`src/rtl/ddr_spacer_pkg.sv`:
```
package ddr_spacer_pkg;
   typedef enum logic [1:0] {
      CMD_NONE = 2'b00,
      CMD_RD   = 2'b01,
      CMD_WR   = 2'b10,
      CMD_PRE  = 2'b11
   } cmd_e;

   // longest spacing any field can select
   localparam int LIM_MAX = 4;
   localparam int LIM_W   = $clog2(LIM_MAX + 1);

   typedef struct packed {
      logic [LIM_W-1:0] rd_same;
      logic [LIM_W-1:0] rd_diff;
      logic [LIM_W-1:0] wr_rec;
   } lim_t;
endpackage

```
`src/rtl/spc_cfg_reg.sv`:
```
module spc_cfg_reg
   import ddr_spacer_pkg::*;
#(
   parameter logic [31:0] RESET_VAL = 32'h1800_4425,
   parameter int          SAME_BIT  = 31,
   parameter int          REC_BIT   = 30,
   parameter int          DIFF_LSB  = 28
)(
   input  logic        clk,
   input  logic        rst_n,
   input  logic        wr_en,
   input  logic [31:0] wdata,
   output logic [31:0] q,
   output lim_t        lim
);
   if (DIFF_LSB > 30 || SAME_BIT > 31 || REC_BIT > 31) begin : g_bad_field
      $error("spc_cfg_reg: field position out of range");
   end

   always_ff @(posedge clk) begin
      if (!rst_n)     q <= RESET_VAL;
      else if (wr_en) q <= wdata;
   end

   logic [1:0] diff_code;
   assign diff_code = q[DIFF_LSB +: 2];

   always_comb begin
      // same-row gap: only legal setting is one clock, reserved maps to it
      lim.rd_same = LIM_W'(1);
      lim.wr_rec  = q[REC_BIT] ? LIM_W'(3) : LIM_W'(2);
      unique case (diff_code)
         2'b01:   lim.rd_diff = LIM_W'(3);
         2'b10:   lim.rd_diff = LIM_W'(2);
         default: lim.rd_diff = LIM_W'(LIM_MAX); // 00 and reserved 11
      endcase
   end


   cfg_load_chk: assert property (@(posedge clk) disable iff (!rst_n)
      wr_en |=> q == $past(wdata));
endmodule

```
`src/rtl/spc_wr_tracker.sv`:
```
module spc_wr_tracker
   import ddr_spacer_pkg::*;
#(
   parameter int BANK_W = 2,
   parameter int ROW_W  = 13
)(
   input  logic              clk,
   input  logic              rst_n,
   input  logic              wr_fire,
   input  logic [BANK_W-1:0] wr_bank,
   input  logic [ROW_W-1:0]  wr_row,
   input  logic [BANK_W-1:0] rd_bank,
   input  logic [ROW_W-1:0]  rd_row,
   output logic              same_hit,
   output logic [LIM_W-1:0]  elapsed
);
   logic [BANK_W-1:0] last_bank;
   logic [ROW_W-1:0]  last_row;

   always_ff @(posedge clk) begin
      if (!rst_n) begin
         last_bank <= '0;
         last_row  <= '0;
         elapsed   <= LIM_W'(LIM_MAX);
      end else if (wr_fire) begin
         last_bank <= wr_bank;
         last_row  <= wr_row;
         elapsed   <= LIM_W'(1);
      end else if (elapsed < LIM_W'(LIM_MAX)) begin
         elapsed   <= elapsed + LIM_W'(1);
      end
   end

   assign same_hit = (rd_bank == last_bank) && (rd_row == last_row);


   trk_restart_chk: assert property (@(posedge clk) disable iff (!rst_n)
      wr_fire |=> elapsed == LIM_W'(1));

   trk_sat_chk: assert property (@(posedge clk) disable iff (!rst_n)
      elapsed <= LIM_W'(LIM_MAX));
endmodule

```
`src/rtl/spc_bank_timer.sv`:
```
module spc_bank_timer
   import ddr_spacer_pkg::*;
#(
   parameter int BANKS  = 4,
   parameter int BANK_W = $clog2(BANKS)
)(
   input  logic                          clk,
   input  logic                          rst_n,
   input  logic                          wr_fire,
   input  logic [BANK_W-1:0]             wr_bank,
   output logic [BANKS-1:0][LIM_W-1:0]   elapsed
);
   for (genvar b = 0; b < BANKS; b++) begin : g_bank
      logic hit;
      assign hit = wr_fire && (wr_bank == BANK_W'(b));

      always_ff @(posedge clk) begin
         if (!rst_n)                               elapsed[b] <= LIM_W'(LIM_MAX);
         else if (hit)                             elapsed[b] <= LIM_W'(1);
         else if (elapsed[b] < LIM_W'(LIM_MAX))    elapsed[b] <= elapsed[b] + LIM_W'(1);
      end


      bank_other_chk: assert property (@(posedge clk) disable iff (!rst_n)
         (wr_fire && !hit && elapsed[b] < LIM_W'(LIM_MAX)) |=>
            elapsed[b] == $past(elapsed[b]) + LIM_W'(1));
   end
endmodule

```
`src/rtl/ddr_cmd_spacer.sv`:
```
module ddr_cmd_spacer
   import ddr_spacer_pkg::*;
#(
   parameter int          BANKS     = 4,
   parameter int          ROW_W     = 13,
   parameter logic [31:0] RESET_VAL = 32'h1800_4425,
   localparam int         BANK_W    = $clog2(BANKS)
)(
   input  logic              clk,
   input  logic              rst_n,
   input  logic              reg_wr_en,
   input  logic [31:0]       reg_wdata,
   output logic [31:0]       reg_rdata,
   input  logic              cmd_valid,
   input  logic [1:0]        cmd_type,
   input  logic [BANK_W-1:0] cmd_bank,
   input  logic [ROW_W-1:0]  cmd_row,
   output logic              issue_ok
);
   if (BANKS < 2 || BANKS != (1 << BANK_W)) begin : g_bad_banks
      $error("ddr_cmd_spacer: BANKS must be a power of two, at least 2");
   end
   if (ROW_W < 1) begin : g_bad_row
      $error("ddr_cmd_spacer: ROW_W must be positive");
   end

   lim_t                        lim;
   logic                        same_hit;
   logic [LIM_W-1:0]            wr_elapsed;
   logic [BANKS-1:0][LIM_W-1:0] bank_elapsed;
   cmd_e                        cmd;
   logic                        fire, wr_fire;

   assign cmd     = cmd_e'(cmd_type);
   assign fire    = cmd_valid && issue_ok;
   assign wr_fire = fire && (cmd == CMD_WR);

   spc_cfg_reg #(.RESET_VAL(RESET_VAL)) cfg_i (
      .clk(clk), .rst_n(rst_n), .wr_en(reg_wr_en), .wdata(reg_wdata),
      .q(reg_rdata), .lim(lim));

   spc_wr_tracker #(.BANK_W(BANK_W), .ROW_W(ROW_W)) trk_i (
      .clk(clk), .rst_n(rst_n), .wr_fire(wr_fire), .wr_bank(cmd_bank),
      .wr_row(cmd_row), .rd_bank(cmd_bank), .rd_row(cmd_row),
      .same_hit(same_hit), .elapsed(wr_elapsed));

   spc_bank_timer #(.BANKS(BANKS), .BANK_W(BANK_W)) bank_i (
      .clk(clk), .rst_n(rst_n), .wr_fire(wr_fire), .wr_bank(cmd_bank),
      .elapsed(bank_elapsed));

   always_comb begin
      unique case (cmd)
         CMD_RD:  issue_ok = wr_elapsed >= (same_hit ? lim.rd_same : lim.rd_diff);
         CMD_PRE: issue_ok = bank_elapsed[cmd_bank] >= lim.wr_rec;
         default: issue_ok = 1'b1;
      endcase
   end

   logic armed;
   always_ff @(posedge clk) begin
      if (!rst_n) armed <= 1'b0;
      else        armed <= 1'b1;
   end


   rd_diff_gap_chk: assert property (@(posedge clk) disable iff (!rst_n)
      (armed && fire && cmd == CMD_RD && !same_hit) |-> !$past(wr_fire));

   pre_gap_chk: assert property (@(posedge clk) disable iff (!rst_n)
      (armed && fire && cmd == CMD_PRE) |->
         !($past(wr_fire) && $past(cmd_bank) == cmd_bank));

   wr_free_chk: assert property (@(posedge clk) disable iff (!rst_n)
      (cmd == CMD_WR || cmd == CMD_NONE) |-> issue_ok);
endmodule

```
`config.mk`:
```
export PLATFORM = sky130hd
export DESIGN_NAME = ddr_cmd_spacer
export DESIGN_NICKNAME = d
export VERILOG_FILES = /design/src/rtl/ddr_spacer_pkg.sv /design/src/rtl/spc_cfg_reg.sv /design/src/rtl/spc_wr_tracker.sv /design/src/rtl/spc_bank_timer.sv /design/src/rtl/ddr_cmd_spacer.sv
export SDC_FILE = /design/constraint.sdc
export NUM_CORES = 1
export LEC_CHECK = 0
export CAP_MARGIN = 15
export CORE_MARGIN = 1.5
export CORE_UTILIZATION = 25
export CTS_CLUSTER_DIAMETER = 200
export CTS_CLUSTER_SIZE = 24
export DETAILED_ROUTE_END_ITERATION = 12
export HOLD_SLACK_MARGIN = 0.1
export SYNTH_ARGS = -nofsm -noshare
export SYNTH_HDL_FRONTEND = slang
export SYNTH_HIERARCHICAL = 1
export SYNTH_SLANG_ARGS = --single-unit
export TNS_END_PERCENT = 30
```
`constraint.sdc`:
```
create_clock -name clk -period 5.5 [get_ports clk]
set_input_delay 1.1 -clock clk [delete_from_list [all_inputs] [get_ports clk]]
set_output_delay 1.1 -clock clk [all_outputs]
set_load 0.05 [all_outputs]
```
=== Word-level counts from Yosys, hierarchy flattened ===
Index checks and enable logic that the tools add are counted.

* Flip-flop bits (word level): 62
* Bits of input ports: 53
* Word-level logic and storage cells: 71

* Bitwise gates (word level): 1
* Add/subtract/negate cells: 5
* Order comparisons: 8
* Multiplexer cells: 16
* Reduce and logical (&&, ||, !) cells: 18
* Eq/ne operators: 10

{| class="wikitable"
|+ Operators with widths
! operator !! count
|-
| $mux W3 || 12
|-
| $add A3 B1 Y3 const B || 5
|-
| $lt A3 B3 Y1 const B || 5
|-
| $eq A13 B13 Y1 || 1
|-
| $eq A2 B2 Y1 const B || 5
|-
| $reduce_bool A2 Y1 || 5
|-
| $reduce_or A2 Y1 || 5
|-
| $logic_and A1 B1 Y1 || 7
|-
| $bmux W3 S2 || 1
|-
| $eq A2 B1 Y1 const B || 3
|-
| $ge A3 B3 Y1 || 2
|-
| $pmux W3 S2 || 1
|-
| $lt A2 B3 Y1 const B || 1
|-
| $eq A2 B2 Y1 || 1
|-
| $logic_not A2 Y1 || 1
|-
| $pmux W1 S2 || 1
|-
| $mux W1 || 1
|-
| $not A1 Y1 || 1
|}

=== Logic depth before layout (Yosys ltp) ===
* Depth in word-level cells: 9
* Mapped depth: 8
* Gate-level depth less buffers: 8

=== Cells and area by module ===
The synthesis kept the hierarchy.

{| class="wikitable"
|+ By module, submodules not included
! module !! cells each !! sequential area each (um^2) !! area each (um^2) !! instances
|-
| spc_cfg_reg || 114 || 640.6 || 1298.7 || 1
|-
| spc_wr_tracker || 78 || 360.3 || 862.1 || 1
|-
| spc_bank_timer || 46 || 240.2 || 518.0 || 1
|-
| ddr_cmd_spacer || 26 || 0.0 || 257.7 || 1
|}

=== Worst setup path after synthesis ===
OpenSTA, ideal clock, no wires.

* Path type: input to output
* Start point: in cmd_row[10]
* End point: out issue_ok
* Data required time: 4400 ps
* Stages: 8
* Path slack: 1410 ps
* Data arrival time: 2990 ps
* Path buffers: 0
* Path through: xnor2_1 > nand4_1 > nor4_2 > mux2i_1 > ha_1 > a211o_1 > a31oi_1 > o21ai_1

* Cells in the longest elaborated chain, start to end: 5

{| class="wikitable"
|+ RTL lines
! element !! RTL line !! text
|-
| start: declaration || ddr_cmd_spacer.sv:17 || <nowiki>input logic [ROW_W-1:0] cmd_row,</nowiki>
|-
| $eq A13 B13 Y1 || spc_wr_tracker.sv:34 || <nowiki>assign same_hit = (rd_bank == last_bank) && (rd_row == last_row);</nowiki>
|-
| $logic_and A1 B1 Y1 || spc_wr_tracker.sv:34 ||
|-
| named net same_hit || ddr_cmd_spacer.sv:28 || <nowiki>logic same_hit;</nowiki>
|-
| $mux W3 || ddr_cmd_spacer.sv:53 || <nowiki>CMD_RD: issue_ok = wr_elapsed >= (same_hit ? lim.rd_same : lim.rd_diff);</nowiki>
|-
| $ge A3 B3 Y1 || ddr_cmd_spacer.sv:53 ||
|-
| $pmux W1 S2 || ddr_cmd_spacer.sv:52 || <nowiki>unique case (cmd)</nowiki>
|-
| end: declaration || ddr_cmd_spacer.sv:18 || <nowiki>output logic issue_ok</nowiki>
|}

The timed path passes the listed nets, and every way through them passes these cells.

=== Worst setup path after layout ===
* Start point: in cmd_bank[0]
* End point: out issue_ok

* Cells in the longest elaborated chain, start to end: 5

{| class="wikitable"
|+ RTL lines
! element !! RTL line !! text
|-
| start: declaration || ddr_cmd_spacer.sv:16 || <nowiki>input logic [BANK_W-1:0] cmd_bank,</nowiki>
|-
| $eq A2 B2 Y1 || spc_wr_tracker.sv:34 ||
|-
| $logic_and A1 B1 Y1 || spc_wr_tracker.sv:34 ||
|-
| named net same_hit || ddr_cmd_spacer.sv:28 ||
|-
| $mux W3 || ddr_cmd_spacer.sv:53 ||
|-
| $ge A3 B3 Y1 || ddr_cmd_spacer.sv:53 ||
|-
| $pmux W1 S2 || ddr_cmd_spacer.sv:52 ||
|}

The timed path passes the listed nets, and every way through them passes these cells. The select of a mux whose other input is x is not followed.

==> flow_summary_export.csv <==
group,metric,value,unit
die,start_util,0.257,
critical_path,crit_path_max_incr_delay,0.73,ns
critical_path,start_kind,"primary input",
layout,layout-drive-gt1-share,0.0739,
routing,vias,2046,
pwr,power.density,319,nW/um2
routing,drt-total-wl,6.05,mm
placement,dp_cells,480,
timing,hold_viol,0,
critical_path,critPathCaptureType,"output port",
synthesis,ys_seq_area_frac,0.423,
clocking,cts_tree,"done",
routing,ant_nets,0,
critical_path,required,4.40,ns
global_route,grt_first_pass_wirelength,10.1,mm
timing,setup_ws,0.687,ns
layout,nets,413,
routing,routedWlPerCell,12.2,um
pwr,vdd_drop_max,138,uV
flow_run,max-cap-violations,0,
placement,dp_hpwl,4.31,mm
placement,pre_cts_ws,0.645,ns
timing,max_slew_margin,0.355,
die,rows,39,
pwr,total_power,1.33,mW
clocking,postCtsSetupRepairBufs,0,
critical_path,crit_path_top_delay_cell,"clkdlybuf4s50_1",
timing,fin_setup_tns,0,ns
layout,final_cells,495,
timing,period_share,0.875,
synthesis,synth_area,2940,um2
layout,antenna_cells,0,
timing,tightest_slew,0.968,ns
placement,finalWeightedCongestion,0.723,
global_route,grtUsageTotal,0.103,
global_route,grt_max_degree,63,
routing,viasPerCell,4.13,
synthesis,synthCells,264,
clocking,postCtsHoldBufs,0,
layout,finalInstanceArea,4150,um2
timing,setup_violations,0,
synthesis,synth_common_cells,"dfxtp_1, mux2i_1, nor2b_1",
pwr,p_leak,1.64,nW
timing,period_needed,4.81,ns
timing,report.final.slew_viol_count,0,
timing,fin_skew,0.00208,ns
layout,area_growth,41.5,%
placement,port-buffer-count,85,
clocking,clock_path_buffers,2,
die,dieArea,12400,um2
critical_path,worst-path-max-fanout,10,
timing,rsz0062_at_grt,"no",
min_path,holdCritPathClass,"flop to flop",
global_route,grt_remaining_overflow,0,
die,io_pins,86,
clocking,cts-resized-gates,0,
synthesis,yosysTopAreaCell,"dfxtp_1",
routing,dr.pass1.iters,4,
synthesis,synth_area_leaders,"dfxtp_1, mux2i_1, nor2b_1",
synthesis,synthFlopType,"dfxtp_1",
synthesis,yosysUniqueCellTypes,36,
clocking,cts_buffers,9,
synthesis,synth_edf_count,0,
routing,dr.first_iter.drc_count,73,
die,die_w,111,um
critical_path,crit_type,"primary input to output port",
clocking,cts_root_buffer,"clkbuf_16",
clocking,cts.clk_slew.worst_paths,0.05,ns
clocking,htree_levels,3,
synthesis,async_reset_ff_frac,0,
clocking,cts_num_sinks,62,
global_route,grt_pass1_vias,2087,
die,die_y,111,um
synthesis,synth.top_cell.area_share,0.423,
timing,fmax,208,MHz
synthesis,yosysMostFrequentCell,"dfxtp_1",
critical_path,crit_path_cell_trace,"clkdlybuf4s50_1 > xnor2_1 > nand4_1 > nor4_2 > mux2i_1 > ha_1 > a211o_1 > a31oi_1 > o21ai_1 > buf_4",
die,core,11400,um2
placement,dpl_cell_area,3820,um2
status,status,"finished, final reports clean",
synthesis,yosys_warnings,6,
clocking,clk_latency,0.32,ns
critical_path,arrival,3.71,ns
synthesis,syn_avg_cell_area,11.1,um2
synthesis,synth-seq-cells,62,
global_route,antenna_found_initial,0,
routing,drc,0,
[power breakdown]
part	switching [mW]	internal (mW)
Combinational	0.103	0.0982
Clock	0.188	0.451
Sequential	0.0131	0.471
[cell families after synthesis]
group	share of synthesized area
xor gates and xnor gates	0.0597
AOI/OAI and AO/OA	0.0345
muxes	0.215
other	0.00256
buffers and inverters	0.0643
and+or+nand+nor	0.150
DFF	0.423
adders and majority gates	0.0511
[cell type report]
| type | count | area, um2 |
|---|---|---|
| Sequential cell | 62 | 1240 |
| Tap cell | 143 | 179 |
| Clock buffer | 11 | 243 |
| Timing Repair Buffer | 87 | 853 |
| Clock inverter | 4 | 95.1 |
| Multi-Input combinational cell | 182 | 1520 |
| Inverter | 6 | 22.5 |
| Fill cell | 1168 | 7260 |
[cell usage in the layout, fill, tap and decap left out, types with 2 or more instances in the layout]
master | Yosys | final
mux2_1 | 3 | 3
nor2_1 | 4 | 3
nand4_1 | 3 | 3
clkbuf_16 | 0 | 9
buf_2 | 0 | 2
mux2i_1 | 51 | 51
inv_1 | 6 | 6
o21ai_0 | 3 | 3
clkdlybuf4s50_1 | 0 | 82
buf_4 | 6 | 3
bufinv_16 | 0 | 3
ha_1 | 12 | 12
nand3_1 | 2 | 2
nor3b_1 | 2 | 2
conb_1 | 2 | 5
mux4_1 | 2 | 2
or2_0 | 2 | 2
o21a_1 | 2 | 2
nor2b_1 | 40 | 40
dfxtp_1 | 62 | 62
nand3b_1 | 2 | 2
a21bo_2 | 2 | 2
and3_1 | 4 | 4
nand2b_1 | 3 | 3
xnor2_1 | 17 | 17
xor2_1 | 3 | 3
a21boi_0 | 3 | 3
nand2_1 | 8 | 8
[metrics by stage]
step	hold slack [ns]	utilization
after floorplan	0.504	-
after global placement	0.457	0.334
after detailed placement	0.457	0.334
after CTS	0.473	0.364
after global routing	0.503	0.364
final	0.471	0.364
[worst max-delay path: cells and delay by family]
kind | cells | cell delay [ns]
adder cells (fa/ha/maj) | 1 | 0.26
AND/OR/NAND/NOR | 2 | 0.48
AO/OA/AOI/OAI | 3 | 0.52
buffers and inverters | 2 | 0.93
XOR/XNOR | 1 | 0.17
multiplexers | 1 | 0.25
[flip-flops by register name, summed over array words and instances (netlist names)]
| signal | flops |
|---|---|
| bank_i/elapsed | 12 |
| cfg_i/q | 32 |
| trk_i/elapsed | 3 |
| trk_i/last_bank | 2 |
| trk_i/last_row | 13 |
[path summary, 6_finish.rpt]
path                     startpoint                 to  slack, ns  depth (start not counted)
setup / recovery        cmd_bank[0]           issue_ok       0.69                         10
hold / removal          cfg_i/q[10]        cfg_i/q[10]       0.47                          2
setup reg to reg  bank_i/elapsed[3]  bank_i/elapsed[4]       4.34                          3
hold reg to reg         cfg_i/q[10]        cfg_i/q[10]       0.47                          2
[routing by layer]
layer	up-vias	share of wire	routed length (um)	track usage
met5	-	0	0	0
met4	0	0.011	69	0.0481
met3	5	0.050	305	0.0294
met2	55	0.45	2690	0.162
met1	935	0.49	2980	0.130
li1	1051	-	-	-
Power figures use the tool's default switching activity.
